**src/rtl/l2lk_pkg.sv**
```systemverilog
package l2lk_pkg;

  typedef enum logic [2:0] {
    OP_LOOKUP = 3'd0,
    OP_FILL   = 3'd1,
    OP_EVNOTE = 3'd2,
    OP_CLEAN  = 3'd3,
    OP_IINV   = 3'd4
  } l2lk_op_e;

  localparam logic SIDE_DATA  = 1'b0;
  localparam logic SIDE_INSTR = 1'b1;

endpackage

```
**src/rtl/l2lk_lfsr.sv**
```systemverilog
module l2lk_lfsr #(
  parameter int LFSR_W = 8,
  parameter int OUT_W  = 2,
  parameter logic [LFSR_W-1:0] TAPS = 8'hB8,
  parameter logic [LFSR_W-1:0] SEED = 8'h5A
) (
  input  logic             clk,
  input  logic             rst_n,
  output logic [OUT_W-1:0] rnd
);

  logic [LFSR_W-1:0] state_q;

  function automatic logic [LFSR_W-1:0] step(input logic [LFSR_W-1:0] s);
    step = s[0] ? ((s >> 1) ^ TAPS) : (s >> 1);
  endfunction

  always_ff @(posedge clk) begin
    if (!rst_n) state_q <= SEED;
    else        state_q <= step(state_q);
  end

  assign rnd = state_q[OUT_W-1:0];

endmodule

```
**src/rtl/l2lk_tag_store.sv**
```systemverilog
module l2lk_tag_store #(
  parameter int SETS   = 4,
  parameter int WAYS   = 4,
  parameter int NCORES = 2,
  parameter int TAG_W  = 6,
  localparam int SET_W = (SETS > 1) ? $clog2(SETS) : 1,
  localparam int WAY_W = (WAYS > 1) ? $clog2(WAYS) : 1
) (
  input  logic              clk,
  input  logic              rst_n,
  input  logic [SET_W-1:0]  rd_idx,
  input  logic [TAG_W-1:0]  rd_tag,
  output logic [WAYS-1:0]   hit_vec,
  output logic [WAYS-1:0]   valid_vec,
  output logic [WAYS-1:0]   prot_vec,
  input  logic              alloc_en,
  input  logic [WAY_W-1:0]  alloc_way,
  input  logic [NCORES-1:0] alloc_pres,
  input  logic              pres_set_en,
  input  logic              pres_clr_en,
  input  logic [WAY_W-1:0]  pres_way,
  input  logic [NCORES-1:0] pres_core_oh,
  input  logic              inv_en,
  input  logic [WAY_W-1:0]  inv_way,
  input  logic              core_clr_en,
  input  logic [NCORES-1:0] core_clr_oh
);

  logic [WAYS-1:0]   valid_q [SETS];
  logic [TAG_W-1:0]  tag_q   [SETS][WAYS];
  logic [NCORES-1:0] pres_q  [SETS][WAYS];

  always_comb begin
    for (int w = 0; w < WAYS; w++) begin
      valid_vec[w] = valid_q[rd_idx][w];
      hit_vec[w]   = valid_q[rd_idx][w] && (tag_q[rd_idx][w] == rd_tag);
      prot_vec[w]  = |pres_q[rd_idx][w];
    end
  end

  always_ff @(posedge clk) begin
    if (!rst_n) begin
      for (int s = 0; s < SETS; s++) begin
        valid_q[s] <= '0;
        for (int w = 0; w < WAYS; w++) begin
          tag_q[s][w]  <= '0;
          pres_q[s][w] <= '0;
        end
      end
    end else begin
      if (core_clr_en) begin
        for (int s = 0; s < SETS; s++)
          for (int w = 0; w < WAYS; w++)
            pres_q[s][w] <= pres_q[s][w] & ~core_clr_oh;
      end
      if (alloc_en) begin
        valid_q[rd_idx][alloc_way] <= 1'b1;
        tag_q[rd_idx][alloc_way]   <= rd_tag;
        pres_q[rd_idx][alloc_way]  <= alloc_pres;
      end
      if (pres_set_en)
        pres_q[rd_idx][pres_way] <= pres_q[rd_idx][pres_way] | pres_core_oh;
      if (pres_clr_en)
        pres_q[rd_idx][pres_way] <= pres_q[rd_idx][pres_way] & ~pres_core_oh;
      if (inv_en) begin
        valid_q[rd_idx][inv_way] <= 1'b0;
        pres_q[rd_idx][inv_way]  <= '0;
      end
    end
  end

endmodule

```
**src/rtl/l2lk_victim_sel.sv**
```systemverilog
module l2lk_victim_sel #(
  parameter int WAYS = 4,
  localparam int WAY_W = (WAYS > 1) ? $clog2(WAYS) : 1
) (
  input  logic [WAYS-1:0]  valid_vec,
  input  logic [WAYS-1:0]  prot_vec,
  input  logic [WAY_W-1:0] start,
  output logic             vic_ok,
  output logic [WAY_W-1:0] vic_way
);

  // Lowest invalid way wins; otherwise rotate from start to the first unlocked way.
  function automatic logic [WAY_W-1:0] pick(input logic [WAYS-1:0] vld,
                                            input logic [WAYS-1:0] prt,
                                            input logic [WAY_W-1:0] st);
    logic             found;
    logic [WAY_W-1:0] w;
    found = 1'b0;
    pick  = '0;
    for (int i = 0; i < WAYS; i++) begin
      if (!found && !vld[i]) begin
        found = 1'b1;
        pick  = WAY_W'(i);
      end
    end
    for (int k = 0; k < WAYS; k++) begin
      w = st + WAY_W'(k);
      if (!found && !prt[w]) begin
        found = 1'b1;
        pick  = w;
      end
    end
  endfunction

  assign vic_ok  = |(~prot_vec);
  assign vic_way = pick(valid_vec, prot_vec, start);

endmodule

```
**src/rtl/l2lk_ctrl.sv**
```systemverilog
module l2lk_ctrl
  import l2lk_pkg::*;
#(
  parameter int   SETS       = 4,
  parameter int   WAYS       = 4,
  parameter int   NCORES     = 2,
  parameter int   TAG_W      = 6,
  parameter logic INCL_INSTR = 1'b1,
  localparam int  SET_W  = (SETS > 1) ? $clog2(SETS) : 1,
  localparam int  WAY_W  = (WAYS > 1) ? $clog2(WAYS) : 1,
  localparam int  CORE_W = (NCORES > 1) ? $clog2(NCORES) : 1,
  localparam int  ADDR_W = TAG_W + SET_W
) (
  input  logic              clk,
  input  logic              rst_n,
  input  logic              req_valid,
  input  logic [2:0]        req_op,
  input  logic [CORE_W-1:0] req_core,
  input  logic              req_side,
  input  logic [ADDR_W-1:0] req_addr,
  output logic              rsp_valid,
  output logic              rsp_hit,
  output logic [WAY_W-1:0]  rsp_way,
  output logic              rsp_bypass,
  output logic              rsp_evict,
  output logic              binv_valid,
  output logic              binv_instr,
  output logic [NCORES-1:0] binv_mask
);

  function automatic logic [NCORES-1:0] core_onehot(input logic [CORE_W-1:0] c);
    core_onehot = NCORES'(1) << c;
  endfunction

  function automatic logic [WAY_W-1:0] way_encode(input logic [WAYS-1:0] v);
    way_encode = '0;
    for (int i = WAYS - 1; i >= 0; i--)
      if (v[i]) way_encode = WAY_W'(i);
  endfunction

  logic [SET_W-1:0]  idx;
  logic [TAG_W-1:0]  tag;
  logic [WAYS-1:0]   hit_vec, valid_vec, prot_vec;
  logic              hit;
  logic [WAY_W-1:0]  hit_way;
  logic [WAY_W-1:0]  rnd;
  logic              vic_ok;
  logic [WAY_W-1:0]  vic_way;
  logic [NCORES-1:0] core_oh;
  logic              incl_req;

  // Named events, also watched by the checker.
  logic is_lookup, is_fill, is_evnote, is_clean, is_iinv;
  logic ev_alloc, ev_bypass, ev_pres_set, ev_pres_clr, ev_inv, ev_core_clr;

  assign idx      = req_addr[SET_W-1:0];
  assign tag      = req_addr[ADDR_W-1:SET_W];
  assign hit      = |hit_vec;
  assign hit_way  = way_encode(hit_vec);
  assign core_oh  = core_onehot(req_core);
  assign incl_req = (req_side == INCL_INSTR);

  assign is_lookup = req_valid && (req_op == OP_LOOKUP);
  assign is_fill   = req_valid && (req_op == OP_FILL);
  assign is_evnote = req_valid && (req_op == OP_EVNOTE);
  assign is_clean  = req_valid && (req_op == OP_CLEAN);
  assign is_iinv   = req_valid && (req_op == OP_IINV);

  assign ev_alloc    = is_fill && !hit && vic_ok;
  assign ev_bypass   = is_fill && !hit && !vic_ok;
  assign ev_pres_set = is_fill && hit && incl_req;
  assign ev_pres_clr = is_evnote && hit && incl_req;
  assign ev_inv      = is_clean && hit;
  assign ev_core_clr = is_iinv && (INCL_INSTR == SIDE_INSTR);

  l2lk_lfsr #(.LFSR_W(8), .OUT_W(WAY_W)) u_lfsr (
    .clk (clk),
    .rst_n (rst_n),
    .rnd (rnd)
  );

  l2lk_tag_store #(
    .SETS(SETS), .WAYS(WAYS), .NCORES(NCORES), .TAG_W(TAG_W)
  ) u_store (
    .clk          (clk),
    .rst_n        (rst_n),
    .rd_idx       (idx),
    .rd_tag       (tag),
    .hit_vec      (hit_vec),
    .valid_vec    (valid_vec),
    .prot_vec     (prot_vec),
    .alloc_en     (ev_alloc),
    .alloc_way    (vic_way),
    .alloc_pres   (incl_req ? core_oh : '0),
    .pres_set_en  (ev_pres_set),
    .pres_clr_en  (ev_pres_clr),
    .pres_way     (hit_way),
    .pres_core_oh (core_oh),
    .inv_en       (ev_inv),
    .inv_way      (hit_way),
    .core_clr_en  (ev_core_clr),
    .core_clr_oh  (core_oh)
  );

  l2lk_victim_sel #(.WAYS(WAYS)) u_vic (
    .valid_vec (valid_vec),
    .prot_vec  (prot_vec),
    .start     (rnd),
    .vic_ok    (vic_ok),
    .vic_way   (vic_way)
  );

  always_ff @(posedge clk) begin
    if (!rst_n) begin
      rsp_valid  <= 1'b0;
      rsp_hit    <= 1'b0;
      rsp_way    <= '0;
      rsp_bypass <= 1'b0;
      rsp_evict  <= 1'b0;
      binv_valid <= 1'b0;
      binv_instr <= 1'b0;
      binv_mask  <= '0;
    end else begin
      rsp_valid  <= req_valid;
      rsp_hit    <= (is_lookup || is_fill || is_evnote || is_clean) && hit;
      rsp_way    <= hit ? hit_way : (ev_alloc ? vic_way : '0);
      rsp_bypass <= ev_bypass;
      rsp_evict  <= ev_alloc && valid_vec[vic_way];
      binv_valid <= is_clean || is_iinv;
      binv_instr <= is_iinv;
      binv_mask  <= is_clean ? '1 : (is_iinv ? core_oh : '0);
    end
  end

endmodule

```
**config.mk**
```make
export PLATFORM = sky130hd
export DESIGN_NAME = l2lk_ctrl
export DESIGN_NICKNAME = d
export VERILOG_FILES = /design/src/rtl/l2lk_pkg.sv /design/src/rtl/l2lk_lfsr.sv /design/src/rtl/l2lk_tag_store.sv /design/src/rtl/l2lk_victim_sel.sv /design/src/rtl/l2lk_ctrl.sv
export SDC_FILE = /design/constraint.sdc
export NUM_CORES = 1
export LEC_CHECK = 0
export BUFFER_PORTS_ARGS = -buffer_cell sky130_fd_sc_hd__buf_4
export CAP_MARGIN = 0
export CORE_MARGIN = 3
export CORE_UTILIZATION = 37
export CTS_CLUSTER_DIAMETER = 100
export DETAILED_ROUTE_END_ITERATION = 16
export HOLD_SLACK_MARGIN = 0.1
export PLACE_DENSITY_LB_ADDON = 0.08
export REMOVE_ABC_BUFFERS = 1
export SLEW_MARGIN = 0
export SYNTH_ARGS = -nofsm -noshare
export SYNTH_HDL_FRONTEND = slang
export SYNTH_SLANG_ARGS = --single-unit
```
**constraint.sdc**
```tcl
create_clock -name clk -period 4.69 [get_ports clk]
set_input_delay 0 -clock clk [delete_from_list [all_inputs] [get_ports clk]]
set_output_delay 0 -clock clk [all_outputs]
set_load 0.03 [all_outputs]
```
==> results of run 1 <==
-- cells by family (layout without fill, tap and decap cells) --
logic type	after synthesis	after routing	share of synthesized area
XOR/XNOR	33	33	0.0336
buffers and inverters	62	96	0.0386
flip-flops	162	162	0.545
multiplexers	49	49	0.101
AND/OR/NAND/NOR	264	264	0.175
AO/OA/AOI/OAI	133	133	0.106
-- per-layer routing --
layer | global-route usage | part of all wire | up-vias
met3 | 0.0400 | 0.041 | 27
met1 | 0.260 | 0.46 | 2985
met5 | 0 | 0 | -
met2 | 0.301 | 0.48 | 132
li1 | - | - | 2671
met4 | 0.0602 | 0.020 | 0
-- cell usage after synthesis, types with 3 or more instances --
master    count  area share
nand2_1      59       0.026
and2_1       66       0.048
xor2_1        3      0.0031
mux2i_1      17       0.020
nor2_1       30       0.013
clkbuf_1     35       0.015
and3_1       41       0.030
nor3_1        7      0.0041
nor4_2        5      0.0073
o21ai_1       4      0.0023
edfxtp_1    144        0.50
a21oi_1      16      0.0093
buf_2         5      0.0029
buf_6         3      0.0039
a21o_1        4      0.0035
mux4_2       30       0.079
nand3_1       6      0.0035
nand2b_1     13      0.0095
inv_1        10      0.0044
o31ai_1       8      0.0070
a31oi_1       7      0.0051
xnor2_1      30       0.031
o31ai_2       7       0.010
buf_4         4      0.0035
o211ai_1      4      0.0035
a32o_1        4      0.0047
dfxtp_1      18       0.042
nor2_2        4      0.0029
o21ai_0      53       0.031
o221ai_1      3      0.0031
nor2b_1       7      0.0051
nor4_1        5      0.0036
-- cells in the final DEF, fill, tap and decap left out, drive strengths merged, types with 2 or more instances in the layout --
cell type,n
edfxtp,144
and2,67
nand2,60
o21ai,58
buf,42
and3,41
nor2,34
mux4,30
xnor2,30
clkbuf,20
dfxtp,18
mux2i,17
a21oi,17
inv,17
o31ai,15
nand2b,13
dlygate4sd3,12
nor4,10
nor3,8
a31oi,8
nor2b,7
nand3,6
o211ai,4
a21o,4
a32o,4
o221ai,4
clkinv,4
o21a,4
or2,4
xor2,3
nand4,3
nor3b,2
mux2,2
o22ai,2
a22oi,2
or4,2
nand4b,2
-- metrics by stage --
step / hold WS (ns) / setup WS (ns)
detailed placement: 0.316 / 0.710
global route: 0.114 / 0.882
finish: 0.107 / 1.11
global placement: 0.308 / 0.835
floorplan: 0.0619 / 1.46
CTS: 0.108 / 1.11
-- state kept, by name, summed over array words and instances, names as in the netlist --
signal	cells
rsp_bypass	1
rsp_way	2
u_store.valid_q	16
rsp_valid	1
u_lfsr.state_q	8
rsp_hit	1
binv_instr	1
binv_mask	2
binv_valid	1
rsp_evict	1
u_store.pres_q	32
u_store.tag_q	96
-- final timing paths --
check	start	to	slack, ns	cells after the start
min	req_addr[4]	u_store.tag_q[2][2]	0.11	2
max reg2reg	u_store.pres_q[3][1]	u_store.pres_q[2][2]	1.11	9
max	u_store.pres_q[3][1]	u_store.pres_q[2][2]	1.11	9
min reg2reg	u_lfsr.state_q[7]	u_lfsr.state_q[6]	0.42	1
-- area by class of cell --
class                      count  area (sq um)  share of cell area
clock inverter                12           133              0.0137
timing repair buffer          54           435              0.0448
tap                          285           357              0.0367
sequential                   162          4680               0.482
clock buffer                  20           489              0.0504
inverter                      10          37.5             0.00387
multi-input combinational    479          3570               0.368
-- where the power goes --
part | switching (mW) | internal (mW) | leakage, nW
combinational | 0.203 | 0.121 | 1.61
clock | 0.639 | 0.831 | 0.310
sequential | 0.0271 | 1.62 | 1.64
total | 0.869 | 2.57 | 3.56
-- what timing repair did --
| action | 4_1_cts | 5_1_grt |
|---|---|---|
| hold buffers | 12 | 0 |
| hold endpoints to repair | 16 | 0 |
| buffers inserted | 0 | 0 |
==> out/metrics.csv, run 1 <==
stage,metric,value,unit
outcome,status,completed,
cts,path_clk_slew,0.08,ns
die,initial_core_util,0.378,
cts,clk-insertion-delay-late,0.44,ns
grt,grt_pass1_wl,35.2,mm
setup_path,critPathMaxStageDelay,0.53,ns
sta,setup_viol,0,
cts,cts_sinks,162,
sta,relSlewSlack,0.140,
yosys,yosysSeqAreaShare,0.545,
cts,cts_resized,0,
placement,postPlaceCellArea,0.00897,sq mm
setup_path,end_kind,register,
sta,fin_skew,0.0171,ns
setup_path,cp_top_family,simple AND/OR/NAND/NOR gates,
placement,gp_congestion,0.887,
drt,wire_per_inst,22.4,microns
placement,dpl.hpwl,15.8,mm
sta,hold_viol_final,0,
finish,area_growth,13.0,%
setup_path,crit_type,reg2reg,
sta,max_freq,280,MHz
die,die_area,0.0251,sq mm
yosys,synth_area,0.00859,sq mm
yosys,yosys_warnings,0,
die,fp-row-count,55,
grt,grt_use_total,0.189,
grt,grt_pass1_vias,5883,
cts,cts_buffer_depth,2,
finish,fin_nets,740,
drt,firstDrtPassIters,5,
finish,n_fill_cell,2114,
die,core_area,0.0227,sq mm
yosys,ys_ff_latch,162,
yosys,synth_edf_count,144,
sta,worst_slew_pin_slew,1.29,ns
cts,numCtsBuffers,17,
flow_run,drv_cap,0,
drt,drc,0,
grt,antenna_found_initial,0,
grt,grt_max_degree,48,
finish,fin_util,0.428,
setup_path,required,4.84,ns
die,die_h,158,microns
finish,instances_no_fill,1022,
sta,fin_setup_tns,0,ns
setup_path,worstPathArrival,3.73,ns
sta,slew_violations,0,
setup_path,cp-start-kind,register,
setup_path,crit_buf_inv,0,
power,power.density,355,mW/mm^2
placement,place_inst,978,
finish,antennaDiodeCount,0,
yosys,synth_cell_types,72,
cts,htree_levels,4,
yosys,dominantRegCellSynth,edfxtp_1,
worst_hold_path,hold_path.class,in2reg,
drt,ant_nets,0,
drt,via_per_inst,5.69,
power,p_leak,3.56,nW
grt,grt_remaining_overflow,0,
drt,routed_wl,22.9,mm
sta,finalCritPeriodShare,0.763,
power,vdd_drop_max,0.199,mV
setup_path,worstPathCellList,mux4_2 -> nor2_2 -> a2111oi_2 -> nor4b_1 -> a211oi_4 -> nand4_4 -> a21boi_1 -> or2_1 -> o31ai_1,
die,pin_count,26,
finish,drive_above_1_share,0.191,
placement,port_buffers,25,
sta,min_period,3.58,ns
cts,cts_tree,yes,
yosys,syn_inst,703,
sta,rsz0062_at_grt,no,
drt,vias,5815,
die,fp.dieW,158,microns
yosys,syn_area_per_cell,12.2,sq um
cts,cts_root_buf,clkbuf_16,
power,p_total,3.44,mW
finish,finalInstanceArea,0.00971,sq mm
setup_path,worstPathMaxFanout,15,
setup_path,slowest_stage,mux4_2,
drt,drtIter0Drc,492,
yosys,synthArstFlopShare,0,
Power figures use the tool's default switching activity.
==> inputs of run 2 (changes only) <==
- clock period: 4.69 -> 3.05 ns (I/O delays scaled with it)
==> run 2 against run 1 <==
Effect of this change:
- sequential power grew 53%
- highest routed layer unchanged
- critical endpoint is now u_store.pres_q[2][7]
- hold slack improved by 0.056 ns
- clock skew grew 0.0063 ns
- global-route usage is 0.87 points higher
- largest cell class unchanged
==> out/metrics.csv, run 2 (synthesis results as in run 1) <==
stage,metric,value,unit,change
outcome,status,completed,,
setup_path,worstPathArrival,3.15,ns,-0.58 ns
grt,grt_remaining_overflow,0,,unchanged
die,core_area,0.0227,sq mm,unchanged
cts,cts_tree,yes,,
drt,firstDrtPassIters,5,,unchanged
setup_path,end_kind,register,,
setup_path,critPathCapture,u_store.pres_q[2][7],,
die,die_h,158,microns,unchanged
setup_path,cp-start-kind,register,,
setup_path,r2r-start,u_store.pres_q[3][0],,
power,p_sw,1.35,mW,+56%
power,p_int,3.91,mW,+52%
sta,setup_viol,0,,unchanged
cts,cts_sinks,162,,unchanged
cts,clk-insertion-delay-late,0.44,ns,about the same
setup_path,rr_endpoint,u_store.pres_q[2][7],,
finish,antennaDiodeCount,0,,unchanged
sta,finalCritPeriodShare,0.977,,+0.214
drt,via_per_inst,5.50,,-3.4%
finish,largest_reg_flops,96,,unchanged
sta,max_freq,336,MHz,+20%
power,p_total,5.26,mW,+53%
drt,wire_per_inst,21.2,microns,-5.5%
sta,slew_violations,0,,unchanged
cts,htree_levels,4,,unchanged
setup_path,crit_type,reg2reg,,
drt,ant_nets,0,,unchanged
die,fp.dieW,158,microns,unchanged
die,initial_core_util,0.378,,unchanged
finish,layout_common_cells,"buf_4 (145), edfxtp_1 (144), and2_1 (65)",,
die,pin_count,26,,unchanged
setup_path,crit_start,u_store.pres_q[3][0],,
drt,routed_wl,24.1,mm,+4.9%
sta,fin_setup_tns,0,ns,unchanged
setup_path,worstPathMaxFanout,6,,-9
worst_hold_path,hold_path.class,in2reg,,
grt,grt_use_total,0.198,,+0.00874
die,die_area,0.0251,sq mm,unchanged
finish,top_register,u_store.tag_q,,
power,pwr-share-comb,0.124,,+0.030
finish,drive_above_1_share,0.331,,+0.139
grt,grt_pass1_vias,6348,,+7.9%
sta,worst_slew_pin_slew,0.919,ns,-0.367 ns
power,p_sw_frac,0.257,,+0.00453
power,sequentialPowerShare,0.481,,+0.002
cts,cts_buffer_depth,2,,unchanged
finish,n_fill_cell,2073,,-1.9%
placement,gp_congestion,0.923,,+4.0%
setup_path,rrSetupSlack,0.07,ns,-1.04 ns
grt,grt_max_degree,38,,-21%
setup_path,r2r_cells,10,,+1
drt,drtIter0Drc,382,,-22%
sta,min_period,2.98,ns,-0.597 ns
power,vdd_drop_max,0.304,mV,+53%
setup_path,required,3.22,ns,-1.62 ns
power,p_leak,4.12,nW,+16%
finish,area_growth,25.7,%,
finish,fin_nets,853,,+15%
power,power.density,487,mW/mm^2,+38%
cts,numCtsBuffers,17,,unchanged
placement,dpl.hpwl,17.7,mm,+12%
die,fp-row-count,55,,unchanged
grt,grt_pass1_wl,37.3,mm,+6.0%
cts,path_clk_slew,0.08,ns,about the same
drt,drc,0,,unchanged
cts,cts_root_buf,clkbuf_16,,
grt,antenna_found_initial,1,,+1
power,p_clk_frac,0.395,,-0.032
finish,top_regs,"u_store.tag_q (96), u_store.pres_q (32), u_store.valid_q (16)",,
sta,relSlewSlack,0.384,,+0.245
finish,fin_util,0.475,,+0.0478
placement,port_buffers,25,,unchanged
drt,vias,6237,,+7.3%
flow_run,drv_cap,0,,unchanged
sta,hold_viol_final,0,,unchanged
finish,final_common_cell,buf_4,,
sta,fin_skew,0.0234,ns,+0.00632 ns
-- run 2: cell types whose count changed in the layout (fill, tap and decap cells not counted), moves of 5 or more --
cell	delta
buf_4	+103
nand2b_1	-6
buf_12	+6
o21ai_1	+15
o21ai_0	-19
nor2_1	-5
-- run 2: power by group through the flow --
stage / clock [mW] / sequential (mW) / combinational, mW
after floorplan: 0 / 2.57 / 0.287
final: 2.08 / 2.53 / 0.651
after global routing: 2.20 / 2.54 / 0.700
after detailed placement: 0 / 2.58 / 0.593
after global placement: 0 / 2.58 / 0.585
after CTS: 2.11 / 2.53 / 0.614
-- run 2: per-stage QoR --
stage               worst slack [ns]  instances  cell area (sq um)  hold WS (ns)
finish                        0.0698       1135              10800         0.164
detailed placement           -0.0792       1077               9770         0.306
CTS                          0.00152       1127              10500         0.127
global route                -0.00729       1135              10800         0.203
global placement             -0.0492       1077               9770         0.305
floorplan                     -0.177        651               8300        0.0619
-- run 2: cell type report --
cell class | count | area, sq um | share of cell area
flip-flops and latches | 162 | 4680 | 0.434
multi-input cells | 479 | 3790 | 0.351
repair buffers | 167 | 1370 | 0.127
clock buffers | 18 | 429 | 0.0398
well taps | 285 | 357 | 0.0330
clock inverters | 14 | 126 | 0.0117
inverters | 10 | 37.5 | 0.00348
-- run 2: worst max-delay path: stages (launching register included) --
cell and delay, ns:
edfxtp_1 0.40, mux4_2 0.54, nor2_4 0.17, buf_4 0.13, o22a_1 0.14, o211ai_1 0.14
a31o_2 0.33, and4_4 0.22, a21o_1 0.16, and3_1 0.20, a32o_1 0.28
-- run 2: worst min path at each step --
stage | endpoint | cells past startpoint | start
4_1_cts | u_store.valid_q[3][1] | 3 | req_op[1]
3_5_place_dp | rsp_valid | 3 | req_valid
3_3_place_gp | rsp_valid | 3 | req_valid
6_report | u_store.valid_q[3][1] | 3 | req_op[1]
2_1_floorplan | u_lfsr.state_q[3] | 1 | rst_n
5_1_grt | u_store.valid_q[3][1] | 3 | req_op[1]
-- run 2: what timing repair did --
action | 4_1_cts | 5_1_grt
pin swaps | 1 | 14
resized for setup | 12 | 55
setup buffers | 3 | 9
endpoints found under the hold margin | 49 | 0
setup endpoints to repair | 66 | 172
hold buffers | 15 | 0
-- run 2: routing by layer --
layer / global-route usage / part of all wire
met1: 0.273 / 0.46
met5: 0 / 0
met3: 0.0310 / 0.036
met4: 0.0479 / 0.012
met2: 0.329 / 0.50
==> inputs of run 3 (changes only) <==
- SLEW_MARGIN: 0 -> not set
- SYNTH_HIERARCHICAL: not set -> 1
- clock period: 3.05 -> 3.1 ns (I/O delays scaled with it)
==> run 3 against run 2 <==
Effect of this change:
- the run now ends with setup timing left
- hold slack better by 0.12 ns
- combinational power is 19% higher
- wire length is 9.1% higher
- clock power is 3% higher
- sequential power is 2% lower
- critical path depth is 3 higher
- via count is 11% higher
- clock skew is 0.012 ns lower
- register-to-register slack worse by 0.45 ns
- synthesized area is 4.4% higher
==> out/metrics.csv, run 3 <==
stage,metric,value,unit,change
cts,numCtsBuffers,17,,unchanged
grt,grt_pass1_wl,41.3,mm,+11%
sta,hold_viol_final,0,,unchanged
setup_path,timing.critical_path.mode_cell,buf_6,,
placement,port_buffers,25,,unchanged
finish,final_common_cell,buf_4,,
cts,path_clk_slew,0.07,ns,about the same
power,vdd_drop_max,0.303,mV,-0.57%
cts,cts_tree,yes,,
yosys,yosys.area.top_type,edfxtp_1,,
worst_hold_path,min_to,u_store/pres_q[3][2],,
die,die_area,0.0261,sq mm,+4.2%
yosys,ys_top_cells_by_area,"edfxtp_1 (48%), mux4_2 (7.8%), and3_1 (4.0%), dfxtp_1 (4.0%), and2_1 (3.4%)",,
setup_path,r2r_cells,13,,+3
grt,antenna_found_initial,0,,-1
drt,routed_wl,26.3,mm,+9.1%
yosys,synth_area,0.00897,sq mm,+4.4%
grt,grt_max_degree,55,,+45%
sta,rsz0062_at_grt,yes,,
cts,cts_root_buf,clkbuf_16,,
yosys,synthArstFlopShare,0,,unchanged
drt,drtIter0Drc,460,,+20%
worst_hold_path,hold_path.class,in2reg,,
power,power.density,432,mW/mm^2,-11%
drt,wire_per_inst,20.6,microns,-2.9%
yosys,yosysSeqAreaShare,0.522,,-0.0229
yosys,syn_area_per_cell,11.8,sq um,-3.1%
drt,firstDrtPassIters,5,,unchanged
cts,htree_levels,4,,unchanged
finish,top_register,u_store/tag_q,,
die,fp.dieW,162,microns,+2.1%
yosys,dominantRegCellSynth,edfxtp_1,,
grt,grt_remaining_overflow,0,,unchanged
worst_hold_path,whs_path_depth,4,,+1
sta,setup_viol,276,,+276
cts,clk-insertion-delay-late,0.43,ns,about the same
setup_path,r2r-start,u_store/tag_q[2][19],,
die,die_h,162,microns,+2.1%
outcome,status,finished with violations,,
sta,worst_slew_pin_slew,1.21,ns,+0.288 ns
setup_path,cp_top_family,simple AND/OR/NAND/NOR gates,,
power,p_total,5.41,mW,+2.8%
worst_hold_path,min_from,req_addr[1],,
placement,gp_congestion,0.847,,-8.2%
yosys,synthMuxAreaShare,0.120,,+0.0189
yosys,synth_cell_types,68,,-5.6%
setup_path,cp-start-kind,register,,
cts,cts_sinks,162,,unchanged
setup_path,worstPathCellList,mux4_2 -> xnor2_2 -> nand4_1 -> nor4_4 -> or4_4 -> nand3b_1 -> nor3_4 -> or2_4 -> a211oi_4 -> buf_6 -> buf_6 -> o211ai_1 -> o31ai_1,,
yosys,yosysMostFrequentCell,edfxtp_1,,
sta,finalCritPeriodShare,1.12,,+0.147
setup_path,worstPathArrival,3.72,ns,+0.57 ns
power,p_leak,5.05,nW,+23%
yosys,synth-compound-area-share,0.0939,,-0.0123
finish,antennaDiodeCount,0,,unchanged
yosys,yosys_warnings,6,,+6
drt,via_per_inst,5.44,,-0.95%
setup_path,crit_buf_inv,2,,+1
yosys,synth-adder-area-share,0,,unchanged
sta,worst_slack,-0.385,ns,-0.454 ns
flow_run,drv_cap,0,,unchanged
yosys,synth_top_family_by_area,simple AND/OR/NAND/NOR gates,,
setup_path,critPathMaxStageDelay,0.59,ns,+0.05 ns
sta,min_period,3.48,ns,+0.504 ns
finish,area_growth,39.7,%,
yosys,syn_inst,757,,+7.7%
finish,finalInstanceArea,0.0125,sq mm,+16%
die,core_area,0.0236,sq mm,+4.0%
grt,grt_use_total,0.203,,+0.00572
sta,relSlewSlack,0.195,,-0.189
grt,grt_pass1_vias,7344,,+16%
setup_path,slowest_stage,or4_4,,
drt,vias,6945,,+11%
yosys,synth_edf_count,144,,unchanged
finish,drive_above_1_share,0.459,,+0.128
setup_path,crit_type,reg2reg,,
yosys,synth_xor_area_frac,0.0274,,-0.00630
yosys,synth_common_cells,"edfxtp_1 (144), nand2_1 (62), and3_1 (58), and2_1 (49), clkbuf_1 (47)",,
finish,n_fill_cell,2053,,-0.96%
sta,fin_skew,0.0110,ns,-0.0124 ns
yosys,yosysTopAreaCellShare,0.482,,-0.0211
setup_path,worstPathMaxFanout,5,,-1
yosys,ys_ff_latch,162,,unchanged
sta,max_freq,287,MHz,-14%
setup_path,end_kind,register,,
placement,dpl.hpwl,17.7,mm,-0.35%
sta,slew_violations,0,,unchanged
outcome,violations,setup timing,,
setup_path,required,3.34,ns,+0.12 ns
finish,layout_common_cells,"buf_4 (183), edfxtp_1 (144), and3_1 (57)",,
placement,postPlaceCellArea,0.0106,sq mm,+8.0%
setup_path,rr_endpoint,u_store/pres_q[1][7],,
drt,drc,0,,unchanged
die,fp-row-count,56,,+1.8%
finish,largest_reg_flops,96,,unchanged
finish,top_regs,"u_store/tag_q (96), u_store/pres_q (32), u_store/valid_q (16)",,
die,pin_count,26,,unchanged
setup_path,rrSetupSlack,-0.38,ns,-0.45 ns
yosys,synth-simple-area-share,0.192,,+0.0173
die,initial_core_util,0.380,,+0.00148
cts,cts_buffer_depth,2,,unchanged
drt,ant_nets,0,,unchanged
finish,fin_nets,960,,+13%
run 3: cell types whose count changed after synthesis, sizes merged, moves of 7 or more:
cell,delta
nor2,+12
and3,+17
clkbuf,+12
mux4,+7
xnor2,-16
o21ai,-15
xor2,+11
and2,-17
a21oi,-13
o211ai,+16
run 3: per-layer routing:
layer,GRT usage,vias up,share of wire
li1,-,3248,-
met1,0.279,3536,0.44
met2,0.342,139,0.51
met3,0.0311,22,0.036
met4,0.0516,0,0.012
met5,0,-,0
run 3: where the power goes:
group,switching [mW],internal [mW],total [mW]
logic,0.409,0.363,0.772
registers,0.0332,2.45,2.48
clock network,0.939,1.22,2.15
run 3: logic make-up (layout without fill, tap and decap cells):
logic type / count (synthesis) / after routing
compound gates: 123 / 123
xor+xnor: 28 / 28
buf+inv: 79 / 279
flops: 162 / 162
mux: 59 / 59
simple gates: 306 / 306
run 3: worst max path at each step:
stage	cells past startpoint	end	from	slack, ns
finish	13	u_store/pres_q[1][7]	u_store/tag_q[2][19]	-0.38
global route	13	u_store/pres_q[1][7]	u_store/tag_q[2][19]	-0.45
CTS	13	u_store/pres_q[1][7]	u_store/tag_q[3][19]	-0.29
detailed placement	12	u_store/pres_q[1][7]	u_store/pres_q[1][4]	-0.97
global placement	11	u_store/tag_q[0][9]	u_store/pres_q[1][4]	-0.87
floorplan	10	u_store/pres_q[0][6]	u_store/tag_q[3][3]	-0.83
run 3: final cells by class:
cell class	instances	area (sq um)	share of cell area
Sequential cell	162	4680	0.374
Tap cell	319	399	0.0319
Clock inverter	14	169	0.0135
Clock buffer	18	429	0.0343
Multi-Input combinational cell	516	4720	0.377
Timing Repair Buffer	238	2090	0.167
Inverter	9	33.8	0.00270
run 3: stage by stage:
stage          setup WS (ns)  utilization  TNS (ns)  hold WS (ns)  cells
2_1_floorplan         -0.834            -    -55.84        0.0619    687
3_3_place_gp          -0.870        0.447   -197.04         0.295   1197
3_5_place_dp          -0.969        0.447   -216.43         0.294   1197
4_1_cts               -0.286        0.508    -28.63         0.269   1272
5_1_grt               -0.455        0.531    -68.51         0.275   1276
6_report              -0.385        0.531    -39.45         0.287   1276
run 3: repair_timing:
action,4_1_cts,5_1_grt
setup buffers,32,7
gates resized for setup,137,123
setup endpoints to repair,291,289
cloned,2,1
pin swaps,52,49
hold buffers,16,0
endpoints found under the hold margin,83,0
run 3: tightest hold or removal path, cell delays in order:
cell and delay (ns):
buf_4 0.19, buf_12 0.18, nand3_4 0.10, nand2_2 0.06
